**src/rtl/wtr_gate.sv**
```systemverilog
module wtr_gate #(
  parameter int NDEV    = 2,
  parameter int DEV_W   = (NDEV > 1) ? $clog2(NDEV) : 1,
  parameter int BANK_W  = 2,
  parameter int COL_W   = 10,
  parameter int ADDR_W  = 13,
  parameter int T_WTR   = 1,
  parameter int CAS_LAT = 2
) (
  input  logic              clk,
  input  logic              rst_n,
  input  logic              req_valid,
  input  logic [1:0]        req_cmd,
  input  logic [DEV_W-1:0]  req_dev,
  input  logic [BANK_W-1:0] req_bank,
  input  logic [COL_W-1:0]  req_col,
  input  logic              req_ap,
  output logic              req_ready,
  output logic [1:0]        cmd_op,
  output logic [DEV_W-1:0]  cmd_dev,
  output logic [BANK_W-1:0] cmd_bank,
  output logic [ADDR_W-1:0] cmd_addr,
  output logic              wr_beat,
  output logic              rd_valid
);
  localparam logic [1:0] OP_NOP = 2'b00;
  localparam logic [1:0] OP_WR  = 2'b01;
  localparam logic [1:0] OP_RD  = 2'b10;
  localparam int HOLD   = 2 + T_WTR;
  localparam int CW     = $clog2(HOLD + 1);
  localparam int AP_BIT = 10;

  logic [CW-1:0]    hold_q [NDEV];
  logic [NDEV-1:0]  dev_clear;
  logic             is_rd, is_wr, go, wr_go, rd_go;
  logic [1:0]       wr_sh;
  logic [CAS_LAT:0] rd_sh;

  assign is_rd     = (req_cmd == OP_RD);
  assign is_wr     = (req_cmd == OP_WR);
  assign req_ready = rst_n && (!is_rd || dev_clear[req_dev]);
  assign go        = req_valid && req_ready && (is_rd || is_wr);
  assign wr_go     = go && is_wr;
  assign rd_go     = go && is_rd;

  assign cmd_op   = go ? req_cmd  : OP_NOP;
  assign cmd_dev  = go ? req_dev  : '0;
  assign cmd_bank = go ? req_bank : '0;

  always_comb begin
    cmd_addr = '0;
    if (go) begin
      cmd_addr[COL_W-1:0] = req_col;
      cmd_addr[AP_BIT]    = req_ap;
    end
  end

  for (genvar d = 0; d < NDEV; d++) begin : g_dev
    assign dev_clear[d] = (hold_q[d] == '0);
    always_ff @(posedge clk) begin
      if (!rst_n)
        hold_q[d] <= '0;
      else if (wr_go && req_dev == DEV_W'(d))
        hold_q[d] <= CW'(HOLD);
      else if (hold_q[d] != '0)
        hold_q[d] <= hold_q[d] - 1'b1;
    end
  end

  always_ff @(posedge clk) begin
    if (!rst_n) begin
      wr_sh <= '0;
      rd_sh <= '0;
    end else begin
      wr_sh <= {wr_sh[0], wr_go};
      rd_sh <= {rd_sh[CAS_LAT-1:0], rd_go};
    end
  end

  assign wr_beat  = |wr_sh;
  assign rd_valid = rd_sh[CAS_LAT-1] | rd_sh[CAS_LAT];


  same_dev_turn_chk: assert property (@(posedge clk) disable iff (!rst_n)
    ($past(cmd_op) == OP_WR && cmd_op == OP_RD) |-> (cmd_dev != $past(cmd_dev)));


  blocked_nop_chk: assert property (@(posedge clk) disable iff (!rst_n)
    (req_valid && is_rd && !req_ready) |-> (cmd_op == OP_NOP));


  wr_beat_chk: assert property (@(posedge clk) disable iff (!rst_n)
    ($past(cmd_op) == OP_WR || $past(cmd_op, 2) == OP_WR) |-> wr_beat);


  rd_window_chk: assert property (@(posedge clk) disable iff (!rst_n)
    ($past(cmd_op, CAS_LAT) == OP_RD) |-> rd_valid);


  nonread_ready_chk: assert property (@(posedge clk) disable iff (!rst_n)
    (req_cmd != OP_RD) |-> req_ready);
endmodule

```
**config.mk**
```make
export PLATFORM = sky130hd
export DESIGN_NAME = wtr_gate
export DESIGN_NICKNAME = d
export VERILOG_FILES = /design/src/rtl/wtr_gate.sv
export SDC_FILE = /design/constraint.sdc
export NUM_CORES = 1
export LEC_CHECK = 0
export BUFFER_PORTS_ARGS = -buffer_cell sky130_fd_sc_hd__buf_2
export CORE_UTILIZATION = 44
export CTS_CLUSTER_SIZE = 25
export DETAILED_ROUTE_END_ITERATION = 7
export PLACE_DENSITY = 0.81
export REMOVE_ABC_BUFFERS = 1
export SYNTH_ARGS = -nofsm -noshare
export SYNTH_HDL_FRONTEND = slang
export SYNTH_SLANG_ARGS = --single-unit
```
**constraint.sdc**
```tcl
create_clock -name clk -period 1.6 [get_ports clk]
set_input_delay 0.16 -clock clk [delete_from_list [all_inputs] [get_ports clk]]
set_output_delay 0.16 -clock clk [all_outputs]
set_load 0.05 [all_outputs]
```
==> out/metrics.cfg, run 1 <==
[status]
outcome = finished, violations left
violations = design-rule violations, negative setup slack

[worst_setup_path]
end_kind = output port
r2r_start = hold_q[0][0]
r2r_end = wr_sh[0]
rrSetupSlack_ns = 0.09
critPathKind = reg -> out
worstPathArrival_ns = 1.71
reg2reg_depth = 7
path_max_fanout = 5
cp-start-kind = flip-flop
crit_required_ns = 1.44

[power_and_ir_drop]
peakVddDrop_mv = 0.945
p_per_area_mw_per_mm2 = 1320
combPwrFrac = 0.709
clkPwrFrac = 0.103
p_leak_uw = 0.000577
p_sw_uw = 747
swShare = 0.422
p_seq_frac = 0.189
intPower_uw = 1020

[worst_hold_path]
hold_depth = 3
hold_start = req_valid
hold_end = rd_sh[0]
hold_path.class = in -> reg

[clock_tree]
cts-root-buf = clkbuf_4
cts_tree = yes
clk_pin_slew_ns = 0.06
cts.path.max_buffers = 2
holdBufCountCts = 0
clkSinkCount = 9
cts.htree.levels = 1
insertion_delay_ns = 0.27
cts_buffers = 3

[yosys]
synth_area_leaders = edfxtp_1, a211oi_2, dfxtp_1, a211oi_1, nand2_1
yosys.area_share.simple = 0.184
synth_top_area_frac = 0.158
netlist-cell-type-count = 23
avgSynthCellArea_um2 = 8.95
synth.cell_area_um2 = 761
ys_ff_latch = 9
yosysTopAreaCell = edfxtp_1
yosysWarnings = 0
synthXorXnorAreaFrac = 0
seq_area_frac_synth = 0.289
synth_top_family_by_area = compound AO/OA/AOI/OAI gates
synth_fa_ha_area_frac = 0.0658
synth_compound_area_frac = 0.319
synth_cells = 85
synthMuxAreaShare = 0.0296

[detailed_routing]
wirelength_um = 2790
drt_iter0_markers = 28
viasPerCell = 5.83
num_vias = 909
ant_nets = 0
first_pass_iters = 7
wl_per_cell_um = 17.9
drc_errors = 2

[grt]
grt_max_degree = 20
antenna_found_initial = 0
grt_usage = 0.286
grt_pass1_wl_um = 3890
grt_pass1_vias = 819
grt-ovfl-total = 0

[final_layout]
final_cell_area_mm2 = 0.00134
fill_cells = 78
seqCellArea_um2 = 220
fin_cells = 156
antenna_cells = 0
drive_gt1_frac = 0.600
area_growth_pct = 76.2
multi_input_area_um2 = 588
nets = 164
final_core_util = 0.860

[timing]
hold_viol_final = 0
fin_crit_sh = 1.17
rsz0062_at_grt = true
period_minus_slack_ns = 1.87
max_freq_ghz = 0.535
finClkSkew_ns = 0.00228
setup_ws_ns = -0.269
maxSlewViolCount = 0
setup_viol = 17

[placement]
dp_hpwl_um = 1210
pre_cts_slack_ns = -0.220
portBuffers = 37
dp_cells = 139
gp_congestion = 0.751
dpl_cell_area_um2 = 998

[floorplan]
die_y_um = 43.6
fp.dieArea_mm2 = 0.00190
rows = 14
start_util = 0.488
coreArea_mm2 = 0.00156
die_w_um = 43.6
io_pins = 40

[job]
maxCapViolCount = 0

## sequential cells by signal (all words and copies together) (netlist names)
register	cells
hold_q	4
rd_sh	3
wr_sh	2
## layout by cell type, fill, tap and decap left out, types with 3 or more instances in the layout
| master | count |
|---|---|
| nand2b_1 | 5 |
| o32ai_1 | 4 |
| edfxtp_1 | 4 |
| buf_6 | 14 |
| nand2_1 | 14 |
| a211oi_1 | 3 |
| a211oi_2 | 11 |
| and2_1 | 3 |
| buf_2 | 20 |
| dfxtp_1 | 5 |
| clkbuf_4 | 3 |
| inv_1 | 6 |
| buf_4 | 21 |
## layer usage
| metal | share of wire | vias up | global-route usage |
|---|---|---|---|
| li1 | - | 415 | - |
| met1 | 0.39 | 412 | 0.355 |
| met2 | 0.48 | 66 | 0.448 |
| met3 | 0.067 | 16 | 0.0500 |
| met4 | 0.064 | 0 | 0.200 |
| met5 | 0 | - | 0 |
## kinds of logic after synthesis
| family | count (synthesis) |
|---|---|
| AOI/OAI and AO/OA | 25 |
| adders and majority gates | 4 |
| buffers and inverters | 17 |
| DFF | 9 |
| muxes | 1 |
| other | 1 |
| and+or+nand+nor | 28 |
## worst max-delay path by stage
stage	slack, ns	to	startpoint	depth (start not counted)
4_1_cts	-0.17	cmd_op[1]	hold_q[1][0]	5
3_5_place_dp	-0.22	cmd_op[0]	hold_q[1][0]	5
5_1_grt	-0.31	cmd_op[0]	hold_q[1][0]	5
3_3_place_gp	-0.15	cmd_op[0]	hold_q[1][0]	5
2_1_floorplan	-0.78	cmd_addr[0]	req_cmd[0]	4
6_report	-0.27	cmd_op[0]	hold_q[1][0]	5
## timing repair
action | 4_1_cts | 5_1_grt
setup endpoints to repair | 17 | 17
gates resized for setup | 42 | 5
pin swaps | 17 | 5
gates cloned | 2 | 0
endpoints found under the hold margin | 0 | 0
setup buffers | 6 | 5
## metrics by stage
step | hold WS (ns) | setup TNS [ns] | power [uW]
2_1_floorplan | 0.282 | -8.54 | 762
3_3_place_gp | 0.415 | -1.97 | 922
3_5_place_dp | 0.419 | -2.47 | 939
4_1_cts | 0.167 | -1.76 | 1490
5_1_grt | 0.207 | -3.66 | 1850
6_report | 0.208 | -2.90 | 1770
## cell type report
cell class                 instances  share of cell area
sequential                         9               0.164
tap                               16              0.0149
multi-input combinational         62               0.439
timing repair buffer              57               0.340
clock buffer                       4              0.0196
inverter                           8              0.0224
## worst max-delay path, stage by stage (launching register included)
cell	delay, ns
edfxtp_1	0.40
inv_2	0.09
ha_4	0.19
mux2i_4	0.13
a2111oi_4	0.41
buf_6	0.22
## synthesized netlist by cell type (all sizes together)
library cell / count
a211oi: 15
nand2: 14
inv: 8
buf: 5
dfxtp: 5
nand2b: 5
clkbuf: 4
edfxtp: 4
ha: 4
o32ai: 4
and2: 3
a2111oi: 2
a21oi: 2
nor2b: 2
o211ai: 2
or2: 2
conb: 1
mux2i: 1
nand3: 1
nand3b: 1
## power groups by stage
stage / sequential, uW / combinational, uW / clock [uW]
6_report: 334 / 1250 / 181
5_1_grt: 338 / 1320 / 194
4_1_cts: 335 / 977 / 181
3_5_place_dp: 336 / 603 / 0
3_3_place_gp: 332 / 589 / 0
2_1_floorplan: 328 / 434 / 0
Note: power is estimated with default switching activity, not from simulation.
==> run 2, diff against run 1 <==
--- a/config.mk
+++ b/config.mk
@@ -6,11 +6,13 @@
 export NUM_CORES = 1
 export LEC_CHECK = 0
 export BUFFER_PORTS_ARGS = -buffer_cell sky130_fd_sc_hd__buf_2
+export CORE_MARGIN = 4
 export CORE_UTILIZATION = 44
 export CTS_CLUSTER_SIZE = 25
 export DETAILED_ROUTE_END_ITERATION = 7
 export PLACE_DENSITY = 0.81
 export REMOVE_ABC_BUFFERS = 1
+export SETUP_SLACK_MARGIN = 0.2
 export SYNTH_ARGS = -nofsm -noshare
 export SYNTH_HDL_FRONTEND = slang
 export SYNTH_SLANG_ARGS = --single-unit
==> run 2 against run 1 <==
Critical path type unchanged. Hold slack worse by 0.021 ns. Clock skew is 0.0010 ns lower. Setup slack worse by 0.0079 ns. Sequential cell count stayed put. Clock-buffer cell count stayed put. Sequential share of layout area is 0.23 points lower. Final cell count is 0.64% lower. Utilization is 0.24 points higher. Maximum frequency is 0.42% lower. The flow finishes with violations (negative setup slack). Highest routed layer unchanged. Largest cell class unchanged.
==> out/metrics.cfg, run 2 (synthesis gave the netlist of run 1 again) <==
[status]
outcome = finished, violations left
violations = negative setup slack

[worst_hold_path]
hold_start = req_valid
hold_path.class = in -> reg

[worst_setup_path]
worstPathArrival_ns = 1.72
crit_required_ns = 1.44
path_max_fanout = 5
r2r_start = hold_q[1][0]
critPathKind = reg -> out
end_kind = output port
cp-startpoint = hold_q[0][0]
cp-start-kind = flip-flop

[job]
maxCapViolCount = 0

[clock_tree]
cts.htree.levels = 1
cts.path.max_buffers = 2
cts_buffers = 3
clkSinkCount = 9
insertion_delay_ns = 0.26
cts-root-buf = clkbuf_4
clk_pin_slew_ns = 0.06
cts_tree = yes

[final_layout]
nets = 163
final_cell_mix = buf_2, buf_4, buf_6, nand2_1, a211oi_2
area_growth_pct = 78.6
layout_commonest_cell = buf_2
fill_cells = 72
drive_gt1_frac = 0.633
largestRegisters = hold_q (4), rd_sh (3), wr_sh (2)
antenna_cells = 0
largest_register_ffs = 4
largest_register = hold_q

[detailed_routing]
drc_errors = 0
wirelength_um = 3280
viasPerCell = 6.17
wl_per_cell_um = 21.1
num_vias = 957
drt_iter0_markers = 32
first_pass_iters = 4
ant_nets = 0

[grt]
grt-ovfl-total = 0
grt_usage = 0.225
grt_max_degree = 19
grt_pass1_vias = 900
grt_pass1_wl_um = 4220
antenna_found_initial = 0

[placement]
gp_congestion = 0.717
portBuffers = 37
dp_hpwl_um = 1420

[timing]
rsz0062_at_grt = true
max_freq_ghz = 0.533
fin_setup_tns_ns = -3.57
setup_ws_ns = -0.276
hold_viol_final = 0
setup_viol = 17
maxSlewViolCount = 0
fin_crit_sh = 1.17
finClkSkew_ns = 0.00125
period_minus_slack_ns = 1.88

[floorplan]
io_pins = 40
die_w_um = 49.6
fp.dieArea_mm2 = 0.00246
coreArea_mm2 = 0.00158
die_y_um = 49.6
start_util = 0.483
rows = 14

[power_and_ir_drop]
p_leak_uw = 0.000581
p_per_area_mw_per_mm2 = 1350
total_power_uw = 1840
peakVddDrop_mv = 0.859

## run 2: cell types whose count changed in the layout (fill, tap and decap cells not counted), moves of 2 or more
| cell | previous run | this run |
|---|---|---|
| a211oi_4 | 1 | 3 |
| a211oi_2 | 11 | 9 |
| buf_6 | 14 | 17 |
| nand2b_1 | 5 | 3 |
| buf_4 | 21 | 18 |
## run 2: where the power goes
group | total [uW] | internal, uW | switching (uW)
Clock | 179 | 96.4 | 83.0
Sequential | 340 | 311 | 29.0
Combinational | 1320 | 630 | 688
## run 2: repair_timing
| item | 4_1_cts | 5_1_grt |
|---|---|---|
| gates cloned | 2 | 0 |
| endpoints found under the setup margin | 19 | 20 |
| setup buffers | 8 | 2 |
| pin swaps | 16 | 2 |
| hold buffers | 0 | 0 |
| resized for setup | 44 | 13 |
## run 2: area by class of cell
type                       count  area [um^2]  share of cell area
clock buffer                   4         26.3              0.0193
inverter                       8         30.0              0.0221
multi-input combinational     62          616               0.453
sequential                     9          220               0.162
tap                           16         20.0              0.0147
timing repair buffer          56          447               0.329
## run 2: final timing paths
path                   to  slack (ns)  cells past startpoint
max             cmd_op[1]       -0.28                      5
min reg2reg      rd_sh[1]        0.45                      1
max reg2reg  hold_q[1][0]        0.13                      7
min              rd_sh[0]        0.19                      3
## run 2: per-layer routing
layer | vias to the layer above | part of all wire | GRT usage
met5 | - | 0 | 0
met4 | 0 | 0.049 | 0.124
met3 | 16 | 0.094 | 0.0542
met2 | 69 | 0.48 | 0.377
met1 | 460 | 0.38 | 0.260
li1 | 412 | - | -
## run 2: worst max-delay path, cell delays in order, from the launching register on
cell and delay (ns):
edfxtp_1 0.42, inv_2 0.10, ha_4 0.19, mux2i_4 0.12, a2111oi_2 0.35, buf_4 0.26
## run 2: per-stage QoR
step                instance area [um^2]  std cells  setup slack [ns]  hold slack [ns]   util
global route                        1360        155            -0.323            0.201  0.862
CTS                                 1270        153            -0.177            0.179  0.806
floorplan                            713         77            -0.776            0.282      -
finish                              1360        155            -0.276            0.187  0.862
global placement                     998        139            -0.142            0.413  0.633
detailed placement                   998        139            -0.264            0.429  0.633
==> run 3, diff against run 2 <==
==> constraint.sdc (replaced) <==
create_clock -name clk -period 1.6 [get_ports clk]
set_input_delay 0.24 -clock clk [delete_from_list [all_inputs] [get_ports clk]]
set_output_delay 0.24 -clock clk [all_outputs]
set_load 0.05 [all_outputs]
==> run 3 against run 2 <==
The run still ends with negative setup slack left. Final cell count rose by 3.2%. First-iteration DRC count rose by 84%. Sequential share of layout area fell by 0.56 points. Maximum frequency fell by 7.6%. Global-route usage rose by 5.7 points. Clock skew rose by 0.013 ns. Combinational power barely moved. Die area did not move.
==> out/metrics.cfg, run 3 (synthesis gave the netlist of run 1 again) <==
[timing]
period_minus_slack_ns = 2.03
hold_viol_final = 0
fin_crit_sh = 1.27
setup_viol = 17
fin_setup_tns_ns = -5.21
maxSlewViolCount = 0
max_freq_ghz = 0.493
rsz0062_at_grt = true
finClkSkew_ns = 0.0138
setup_ws_ns = -0.430

[floorplan]
rows = 14
fp.dieArea_mm2 = 0.00246
start_util = 0.483
coreArea_mm2 = 0.00158
die_y_um = 49.6
die_w_um = 49.6
io_pins = 40

[clock_tree]
cts.path.max_buffers = 2
cts.htree.levels = 1
cts_buffers = 3
clk_pin_slew_ns = 0.08
clkSinkCount = 9
insertion_delay_ns = 0.27
cts-root-buf = clkbuf_4
cts_tree = yes

[power_and_ir_drop]
p_per_area_mw_per_mm2 = 1330
p_leak_uw = 0.000604
total_power_uw = 1870
peakVddDrop_mv = 0.894

[final_layout]
nets = 168
largestRegisters = hold_q (4), rd_sh (3), wr_sh (2)
layout_commonest_cell = buf_6
area_growth_pct = 85.0
final_cell_area_mm2 = 0.00141
final_cell_mix = buf_6, buf_2, buf_4, nand2_1, a211oi_2
drive_gt1_frac = 0.660
largest_register_ffs = 4
fill_cells = 62
antenna_cells = 0
final_core_util = 0.893
largest_register = hold_q

[grt]
grt_pass1_vias = 1065
grt_pass1_wl_um = 5210
grt-ovfl-total = 0
grt_max_degree = 14
grt_usage = 0.282
antenna_found_initial = 0

[worst_setup_path]
rrSetupSlack_ns = 0.05
path_max_fanout = 5
cp-startpoint = hold_q[0][0]
crit_path_top_delay_cell = a2111oi_4
r2r_end = hold_q[0][0]
cp_slowest_stage_delay_ns = 0.45
end_kind = output port
r2r_start = hold_q[0][0]
reg2reg_depth = 6
crit_path_end = cmd_op[1]
crit_chain = inv_2 > ha_4 > mux2i_4 > a2111oi_4 > buf_6
cp-start-kind = flip-flop
worstPathArrival_ns = 1.79
crit_required_ns = 1.36
critPathKind = reg -> out

[detailed_routing]
viasPerCell = 6.25
drc_errors = 0
num_vias = 1000
wl_per_cell_um = 22.7
drt_iter0_markers = 59
first_pass_iters = 4
ant_nets = 0
wirelength_um = 3620

[status]
violations = negative setup slack
outcome = finished, violations left

[worst_hold_path]
hold_path.class = in -> reg

[placement]
gp_congestion = 0.727
dp_hpwl_um = 1500
dpl_cell_area_mm2 = 0.00101
portBuffers = 37

[job]
maxCapViolCount = 0

==> run 3: changes by cell type in the layout (fill, tap and decap cells not counted), sizes merged <==
cell and delta:
clkbuf -1, buf +5, clkinv +1
==> run 3: worst min path at each step <==
stage | endpoint | depth (start not counted) | startpoint | slack (ns)
after global placement | rd_sh[1] | 1 | rd_sh[0] | 0.41
after detailed placement | rd_sh[1] | 1 | rd_sh[0] | 0.42
final | rd_sh[0] | 3 | req_valid | 0.35
after global routing | rd_sh[0] | 3 | req_valid | 0.34
after CTS | rd_sh[0] | 3 | req_valid | 0.25
after floorplan | rd_sh[1] | 1 | rst_n | 0.36
==> run 3: layer usage <==
| layer | vias up | track usage | part of all wire | routed length, um |
|---|---|---|---|---|
| li1 | 422 | - | - | - |
| met1 | 464 | 0.299 | 0.35 | 1280 |
| met2 | 92 | 0.452 | 0.48 | 1750 |
| met3 | 22 | 0.108 | 0.12 | 440 |
| met4 | 0 | 0.203 | 0.043 | 156 |
| met5 | - | 0 | 0 | 0 |
==> run 3: final cells by class <==
cell class	instances	area [um^2]	share of cell area
clock buffers	3	22.5	0.0160
clock inverters	1	5.00	0.00356
inverters	8	30.0	0.0213
multi-input cells	62	623	0.443
flip-flops and latches	9	220	0.156
well taps	16	20.0	0.0142
repair buffers	61	487	0.346
==> run 3: timing repair <==
| action | 4_1_cts | 5_1_grt |
|---|---|---|
| cloned | 2 | 0 |
| pin swaps | 13 | 9 |
| setup buffers | 10 | 2 |
| hold buffers | 0 | 0 |
| gates resized for setup | 50 | 11 |
| setup endpoints to repair | 19 | 25 |
==> run 3: through the flow <==
| step | setup WS (ns) | std cells | hold slack, ns |
|---|---|---|---|
| finish | -0.430 | 160 | 0.354 |
| global route | -0.447 | 160 | 0.341 |
| CTS | -0.257 | 158 | 0.254 |
| detailed placement | -0.339 | 142 | 0.422 |
| global placement | -0.264 | 142 | 0.414 |
| floorplan | -0.936 | 77 | 0.362 |
==> run 3: power by group <==
group	switching, uW	internal, uW	total, uW
logic	700	648	1350
clock network	94.7	92.5	187
registers	28.4	311	339
total	823	1050	1870
==> run 3: critical path, delay by kind of cell (launching register included) <==
kind	cells	cell delay [ns]
adders and majority gates	1	0.18
buffers and inverters	2	0.32
DFF	1	0.43
muxes	1	0.13
AOI/OAI and AO/OA	1	0.45
